### config.mk
export PLATFORM = sky130hd
export DESIGN_NAME = fxp_divider
export DESIGN_NICKNAME = d
export VERILOG_FILES = /design/src/rtl/fxp_div_pkg.sv /design/src/rtl/fxp_div_stage.sv /design/src/rtl/fxp_div_ctrl.sv /design/src/rtl/fxp_div_datapath.sv /design/src/rtl/fxp_divider.sv
export SDC_FILE = /design/constraint.sdc
export NUM_CORES = 1
export LEC_CHECK = 0
export ABC_AREA = 1
export CAP_MARGIN = 20
export CORE_ASPECT_RATIO = 1.2
export CORE_UTILIZATION = 35
export DETAILED_ROUTE_END_ITERATION = 6
export PLACE_DENSITY = 0.59
export SYNTH_ARGS = -nofsm -noshare
export SYNTH_HDL_FRONTEND = slang
export SYNTH_SLANG_ARGS = --single-unit
export TNS_END_PERCENT = 5
### constraint.sdc
create_clock -name clk -period 2.23 [get_ports clk]
set_input_delay 0.5575 -clock clk [delete_from_list [all_inputs] [get_ports clk]]
set_output_delay 0.5575 -clock clk [all_outputs]
set_load 0.02 [all_outputs]
### src/rtl/fxp_div_pkg.sv
package fxp_div_pkg;

  // Strobes driven by the sequencer into the arithmetic datapath
  typedef struct packed {
    logic load;    // capture operands, clear accumulators
    logic step;    // one compare-and-subtract iteration
    logic finish;  // publish quotient and overflow
  } divStrobes_t;

  typedef enum logic [1:0] {
    ST_IDLE = 2'd0,
    ST_RUN  = 2'd1,
    ST_FIN  = 2'd2
  } divState_t;

endpackage

### src/rtl/fxp_div_stage.sv
// One restoring division step: shift in a dividend bit, subtract when possible.
module fxp_div_stage #(
  parameter int MW = 15
) (
  input  logic [MW-1:0] remIn,
  input  logic          bitIn,
  input  logic [MW-1:0] dmag,
  output logic [MW-1:0] remOut,
  output logic          qBit
);
  logic [MW:0] remShift;
  logic [MW:0] diff;

  always_comb begin
    remShift = {remIn, bitIn};
    diff     = remShift - {1'b0, dmag};
    qBit     = (remShift >= {1'b0, dmag});
    remOut   = qBit ? diff[MW-1:0] : remShift[MW-1:0];
  end
endmodule

### src/rtl/fxp_div_ctrl.sv
module fxp_div_ctrl
  import fxp_div_pkg::*;
#(
  parameter int ITER = 23
) (
  input  logic        clk,
  input  logic        rstN,
  input  logic        start,
  output logic        done,
  output divStrobes_t strobes
);
  localparam int CW = $clog2(ITER + 1);

  divState_t state;
  logic [CW-1:0] iterCnt;

  assign done = (state == ST_IDLE);

  always_comb begin
    strobes.load   = (state == ST_IDLE) && start;
    strobes.step   = (state == ST_RUN);
    strobes.finish = (state == ST_FIN);
  end

  always_ff @(posedge clk) begin
    if (!rstN) begin
      state   <= ST_IDLE;
      iterCnt <= '0;
    end else begin
      case (state)
        ST_IDLE: begin
          if (start) begin
            state   <= ST_RUN;
            iterCnt <= '0;
          end
        end
        ST_RUN: begin
          iterCnt <= iterCnt + 1'b1;
          if (iterCnt == CW'(ITER - 1)) state <= ST_FIN;
        end
        ST_FIN:  state <= ST_IDLE;
        default: state <= ST_IDLE;
      endcase
    end
  end

  // Checker counter: cycles spent busy since the last accepted start
  logic [CW:0] busyCnt;
  always_ff @(posedge clk) begin
    if (!rstN)             busyCnt <= '0;
    else if (strobes.load) busyCnt <= '0;
    else if (!done)        busyCnt <= busyCnt + 1'b1;
  end

  // done returns after exactly ITER+1 = N+Q busy cycles
  assert_fixed_latency_R4: assert property (@(posedge clk) disable iff (!rstN)
    $rose(done) |-> busyCnt == (CW+1)'(ITER + 1));

  // done can only fall after a start seen while done was high
  assert_start_gated_R3: assert property (@(posedge clk) disable iff (!rstN)
    $fell(done) |-> ($past(start) && $past(done)));

  // a busy sequencer never re-enters the run state from the finish state
  assert_no_restart_R3: assert property (@(posedge clk) disable iff (!rstN)
    (state == ST_FIN) |=> done);
endmodule

### src/rtl/fxp_div_datapath.sv
module fxp_div_datapath
  import fxp_div_pkg::*;
#(
  parameter int N = 16,
  parameter int Q = 8
) (
  input  logic        clk,
  input  logic        rstN,
  input  divStrobes_t strobes,
  input  logic [N-1:0] dividendIn,
  input  logic [N-1:0] divisorIn,
  output logic [N-1:0] quotOut,
  output logic         ovfOut
);
  localparam int MW = N - 1;      // magnitude width
  localparam int QW = N - 1 + Q;  // full quotient magnitude width

  logic [QW-1:0] dvdSh;
  logic [QW-1:0] qAcc;
  logic [MW-1:0] dmag;
  logic [MW-1:0] rem;
  logic          qSign;
  logic [MW-1:0] remNext;
  logic          qBit;
  logic          highBits;

  fxp_div_stage #(.MW(MW)) u_stage (
    .remIn (rem),
    .bitIn (dvdSh[QW-1]),
    .dmag  (dmag),
    .remOut(remNext),
    .qBit  (qBit)
  );

  generate
    if (Q > 0) begin : g_frac
      assign highBits = |qAcc[QW-1:MW];
    end else begin : g_nofrac
      assign highBits = 1'b0;
    end
  endgenerate

  always_ff @(posedge clk) begin
    if (!rstN) begin
      dvdSh   <= '0;
      qAcc    <= '0;
      dmag    <= '0;
      rem     <= '0;
      qSign   <= 1'b0;
      quotOut <= '0;
      ovfOut  <= 1'b0;
    end else begin
      if (strobes.load) begin
        dvdSh <= QW'(dividendIn[N-2:0]) << Q;
        dmag  <= divisorIn[N-2:0];
        qSign <= dividendIn[N-1] ^ divisorIn[N-1];
        rem   <= '0;
        qAcc  <= '0;
      end else if (strobes.step) begin
        rem   <= remNext;
        qAcc  <= {qAcc[QW-2:0], qBit};
        dvdSh <= dvdSh << 1;
      end
      if (strobes.finish) begin
        quotOut <= {qSign && (|qAcc[MW-1:0]), qAcc[MW-1:0]};
        ovfOut  <= highBits || (dmag == '0);
      end
    end
  end

  // partial remainder stays below the divisor after every step
  assert_rem_bound_R1: assert property (@(posedge clk) disable iff (!rstN)
    (strobes.step && dmag != '0) |=> rem < dmag);

  // published result only moves on a finish strobe
  assert_result_hold_R9: assert property (@(posedge clk) disable iff (!rstN)
    !strobes.finish |=> ($stable(quotOut) && $stable(ovfOut)));

  // a negative sign never accompanies a zero magnitude
  assert_no_neg_zero_R6: assert property (@(posedge clk) disable iff (!rstN)
    quotOut[N-1] |-> (quotOut[N-2:0] != '0));

  // a zero divisor always yields the overflow flag
  assert_zero_div_R8: assert property (@(posedge clk) disable iff (!rstN)
    (strobes.finish && dmag == '0) |=> ovfOut);
endmodule

### src/rtl/fxp_divider.sv
module fxp_divider
  import fxp_div_pkg::*;
#(
  parameter int N = 16,
  parameter int Q = 8
) (
  input  logic         clk,
  input  logic         rstN,
  input  logic [N-1:0] dividendIn,
  input  logic [N-1:0] divisorIn,
  input  logic         startIn,
  output logic [N-1:0] quotientOut,
  output logic         doneOut,
  output logic         overflowOut
);
  localparam int ITER = N + Q - 1;

  divStrobes_t strobes;

  fxp_div_ctrl #(.ITER(ITER)) u_ctrl (
    .clk    (clk),
    .rstN   (rstN),
    .start  (startIn),
    .done   (doneOut),
    .strobes(strobes)
  );

  fxp_div_datapath #(.N(N), .Q(Q)) u_dp (
    .clk       (clk),
    .rstN      (rstN),
    .strobes   (strobes),
    .dividendIn(dividendIn),
    .divisorIn (divisorIn),
    .quotOut   (quotientOut),
    .ovfOut    (overflowOut)
  );
endmodule

==> run_results.csv <==
group,metric,value,unit
finish,final_common_cell,"nand2_1",
run,maxCapViolCount,0,
finish,stdcell_area,5840,µm²
die,ios,53,
cts,cts_hold_buf,0,
sta,whs,474,ps
detailed_routing,dr.pass1.iters,5,
global_route,grt_use_met1,0.220,
setup_path,critPathBufInv,1,
global_route,first_global_vias,4181,
detailed_routing,wl_per_cell,13.0,µm
cts,clockBufferDepth,2,
setup_path,crit_family,"buffers and inverters",
detailed_routing,dr_total_vias,4425,
synthesis,ys_types,41,
finish,area_growth,20.2,%
synthesis,synth_area,4860,µm²
synthesis,synth_edf_count,0,
global_route,gr-total-overflow,0,
setup_path,r2r_setup_slack,200,ps
setup_path,cp_slowest_stage_delay,640,ps
setup_path,startpoint_type,"flip-flop",
pwr,p_leak,2.54,nW
pwr,power_density,728,nW/µm²
sta,setup_tns,0,ps
synthesis,yosysTopAreaCell,"dfxtp_1",
synthesis,synth_ff_type,"dfxtp_1",
finish,n_antenna_cell,0,
global_route,grt_pass1_wl,19.4,mm
sta,finalHoldViolCount,0,
synthesis,synth_area_per_cell,7.07,µm²
setup_path,cp-startpoint,"u_ctrl.state[1]$_SDFFE_PN0P_",
synthesis,synth_area_leaders,"dfxtp_1, nand2_1, inv_1",
placement,dpl_cell_area,5520,µm²
sta,relSlewSlack,0.462,
global_route,grt_usage,0.175,
synthesis,syn_nets,741,
global_route,grt_max_degree,54,
global_route,use_met3,0.0336,
cts,htree_levels,3,
detailed_routing,vias_per_cell,4.89,
detailed_routing,route.detailed.drc,0,
worst_hold_path,hold_path_end,"u_dp.qAcc[21]$_SDFFE_PP0P_",
placement,numPlacedInstances,887,
setup_path,r2r-start,"u_dp.dvdSh[22]$_SDFFE_PN0P_",
sta,fin_crit_sh,0.932,
synthesis,synth.yosys.warnings,0,
detailed_routing,drt_iter0_drc,188,
sta,tightest_slew,806,ps
detailed_routing,ant_nets,0,
pwr,power,4.26,mW
setup_path,cp.required,1670,ps
die,rows,46,
worst_hold_path,hp-start,"u_dp.qAcc[20]$_SDFFE_PP0P_",
cts,cts_sinks,93,
finish,final_nets,786,
die,die-area,14400,µm²
synthesis,ys_ff_latch,93,
placement,hpwl,8.56,mm
worst_hold_path,hp-class,"flip-flop to flip-flop",
sta,rsz0062_at_grt,"false",
sta,finClkSkew,5.94,ps
sta,fmax,0.481,GHz
setup_path,r2r_end,"u_dp.rem[3]$_SDFFE_PP0P_",
setup_path,cpMaxStageDelayCell,"clkdlybuf4s50_1",
synthesis,synth.top_cell.area_share,0.383,
setup_path,worstPathMaxFanout,3,
sta,setup_viol,0,
global_route,top_usage_layer,"met2",
cts,clock_latency,340,ps
placement,portBuffers,52,
setup_path,r2r_cells,15,
global_route,grtUsageMet2,0.293,
finish,final_cell_mix,"nand2_1, dfxtp_1, inv_1, nor2_1, clkdlybuf4s50_1",
setup_path,cp-end-kind,"primary output",
sta,layout_min_cycle_time,2080,ps
synthesis,synth_async_sr_flop_share,0,
sta,slew_violations,0,
cts,clockRootBuffer,"clkbuf_16",
placement,gp_congestion,0.858,
die,die_x,110,µm
cts,numCtsBuffers,9,
worst_hold_path,whs_path_depth,2,
die,initial_core_util,0.362,
outcome,status,"complete, no violations",
cts,cts_tree,"built",
finish,finalNonFillerCells,905,
setup_path,crit_arrival,1520,ps
synthesis,yosysSeqAreaShare,0.383,
detailed_routing,drt-total-wl,11.8,mm
setup_path,cp_cell_sequence,"nor2_1, clkdlybuf4s50_1",
synthesis,synthCells,688,
die,core_area,13400,µm²
global_route,antenna_found_initial,0,
finish,drive_gt1_frac,0.0963,
cts,path_clk_slew,60,ps
setup_path,path_class,"flip-flop to primary output",
die,die_y,131,µm
pwr,vdd_drop_max,307,µV
[stage by stage]
stage	utilization	worst slack, ps
after global routing	0.436	23.7
after detailed placement	0.412	74.7
after CTS	0.432	46.4
after global placement	0.412	126
final	0.436	152
after floorplan	-	341
[synthesized netlist by cell type (2+ instances only)]
| cell | n |
|---|---|
| nand2_2 | 8 |
| xor2_1 | 5 |
| a31oi_1 | 5 |
| xnor2_1 | 2 |
| a21oi_1 | 48 |
| a221oi_1 | 3 |
| nand2_1 | 185 |
| nor2_4 | 2 |
| nand4_1 | 20 |
| o21ai_0 | 48 |
| o21ai_1 | 2 |
| nand2_4 | 3 |
| nand3b_4 | 2 |
| inv_2 | 7 |
| buf_2 | 7 |
| nor2_2 | 2 |
| ha_1 | 17 |
| nor4_1 | 8 |
| inv_1 | 79 |
| nand3_1 | 25 |
| clkbuf_1 | 18 |
| nor3_1 | 3 |
| nand3_2 | 14 |
| buf_4 | 3 |
| dfxtp_1 | 93 |
| nand3b_1 | 2 |
| nor2_1 | 63 |
[what timing repair did]
item,in CTS,in global routing
buffers inserted,0,3
setup endpoints to repair,0,13
endpoints found under the hold margin,0,0
resized for setup,0,2
[tightest hold or removal path, stage by stage, from the launching register on]
cell     delay [ps]
dfxtp_1         320
nand2_1          60
a21oi_1          50
[where the power goes]
part	internal (mW)	switching [mW]	total, mW
sequential	1.73	0.0425	1.77
clock	0.811	0.627	1.44
combinational	0.385	0.662	1.05
total	2.92	1.33	4.26
[state kept, by name, summed over array words and instances, names as in the netlist]
name	cells
u_ctrl.iterCnt	5
u_ctrl.state	2
u_dp.dmag	15
u_dp.dvdSh	15
u_dp.ovfOut	1
u_dp.qAcc	23
u_dp.qSign	1
u_dp.quotOut	16
u_dp.rem	15
[how the worst max path moves through the flow]
stage,endpoint,depth (start not counted)
6_report,doneOut,2
5_1_grt,u_dp.rem[5]$_SDFFE_PP0P_,14
4_1_cts,u_dp.rem[10]$_SDFFE_PP0P_,14
3_5_place_dp,u_dp.rem[10]$_SDFFE_PP0P_,14
3_3_place_gp,u_dp.rem[10]$_SDFFE_PP0P_,14
2_1_floorplan,u_dp.rem[1]$_SDFFE_PP0P_,14
[cell families (layout without fill, tap and decap cells)]
group / Yosys count / in the layout / share of synthesized area
AND/OR/NAND/NOR: 339 / 339 / 0.328
adder cells (fa/ha/maj): 18 / 18 / 0.0479
flip-flops: 93 / 93 / 0.383
XOR/XNOR: 7 / 7 / 0.0126
AO/OA/AOI/OAI: 113 / 113 / 0.127
buffers and inverters: 118 / 167 / 0.101
[per-layer routing]
metal,vias up,share of wire
met1,2020,0.46
met5,-,0
li1,2303,-
met4,0,0.021
met2,88,0.48
met3,14,0.040
[layout make-up]
type,instances,area [µm²]
well taps,168,210
repair buffers,64,636
multi-input cells,477,2530
flip-flops and latches,93,1860
clock inverters,3,21.3
fillers,1377,7570
clock buffers,12,256
inverters,88,333
Power figures use the tool's default switching activity.
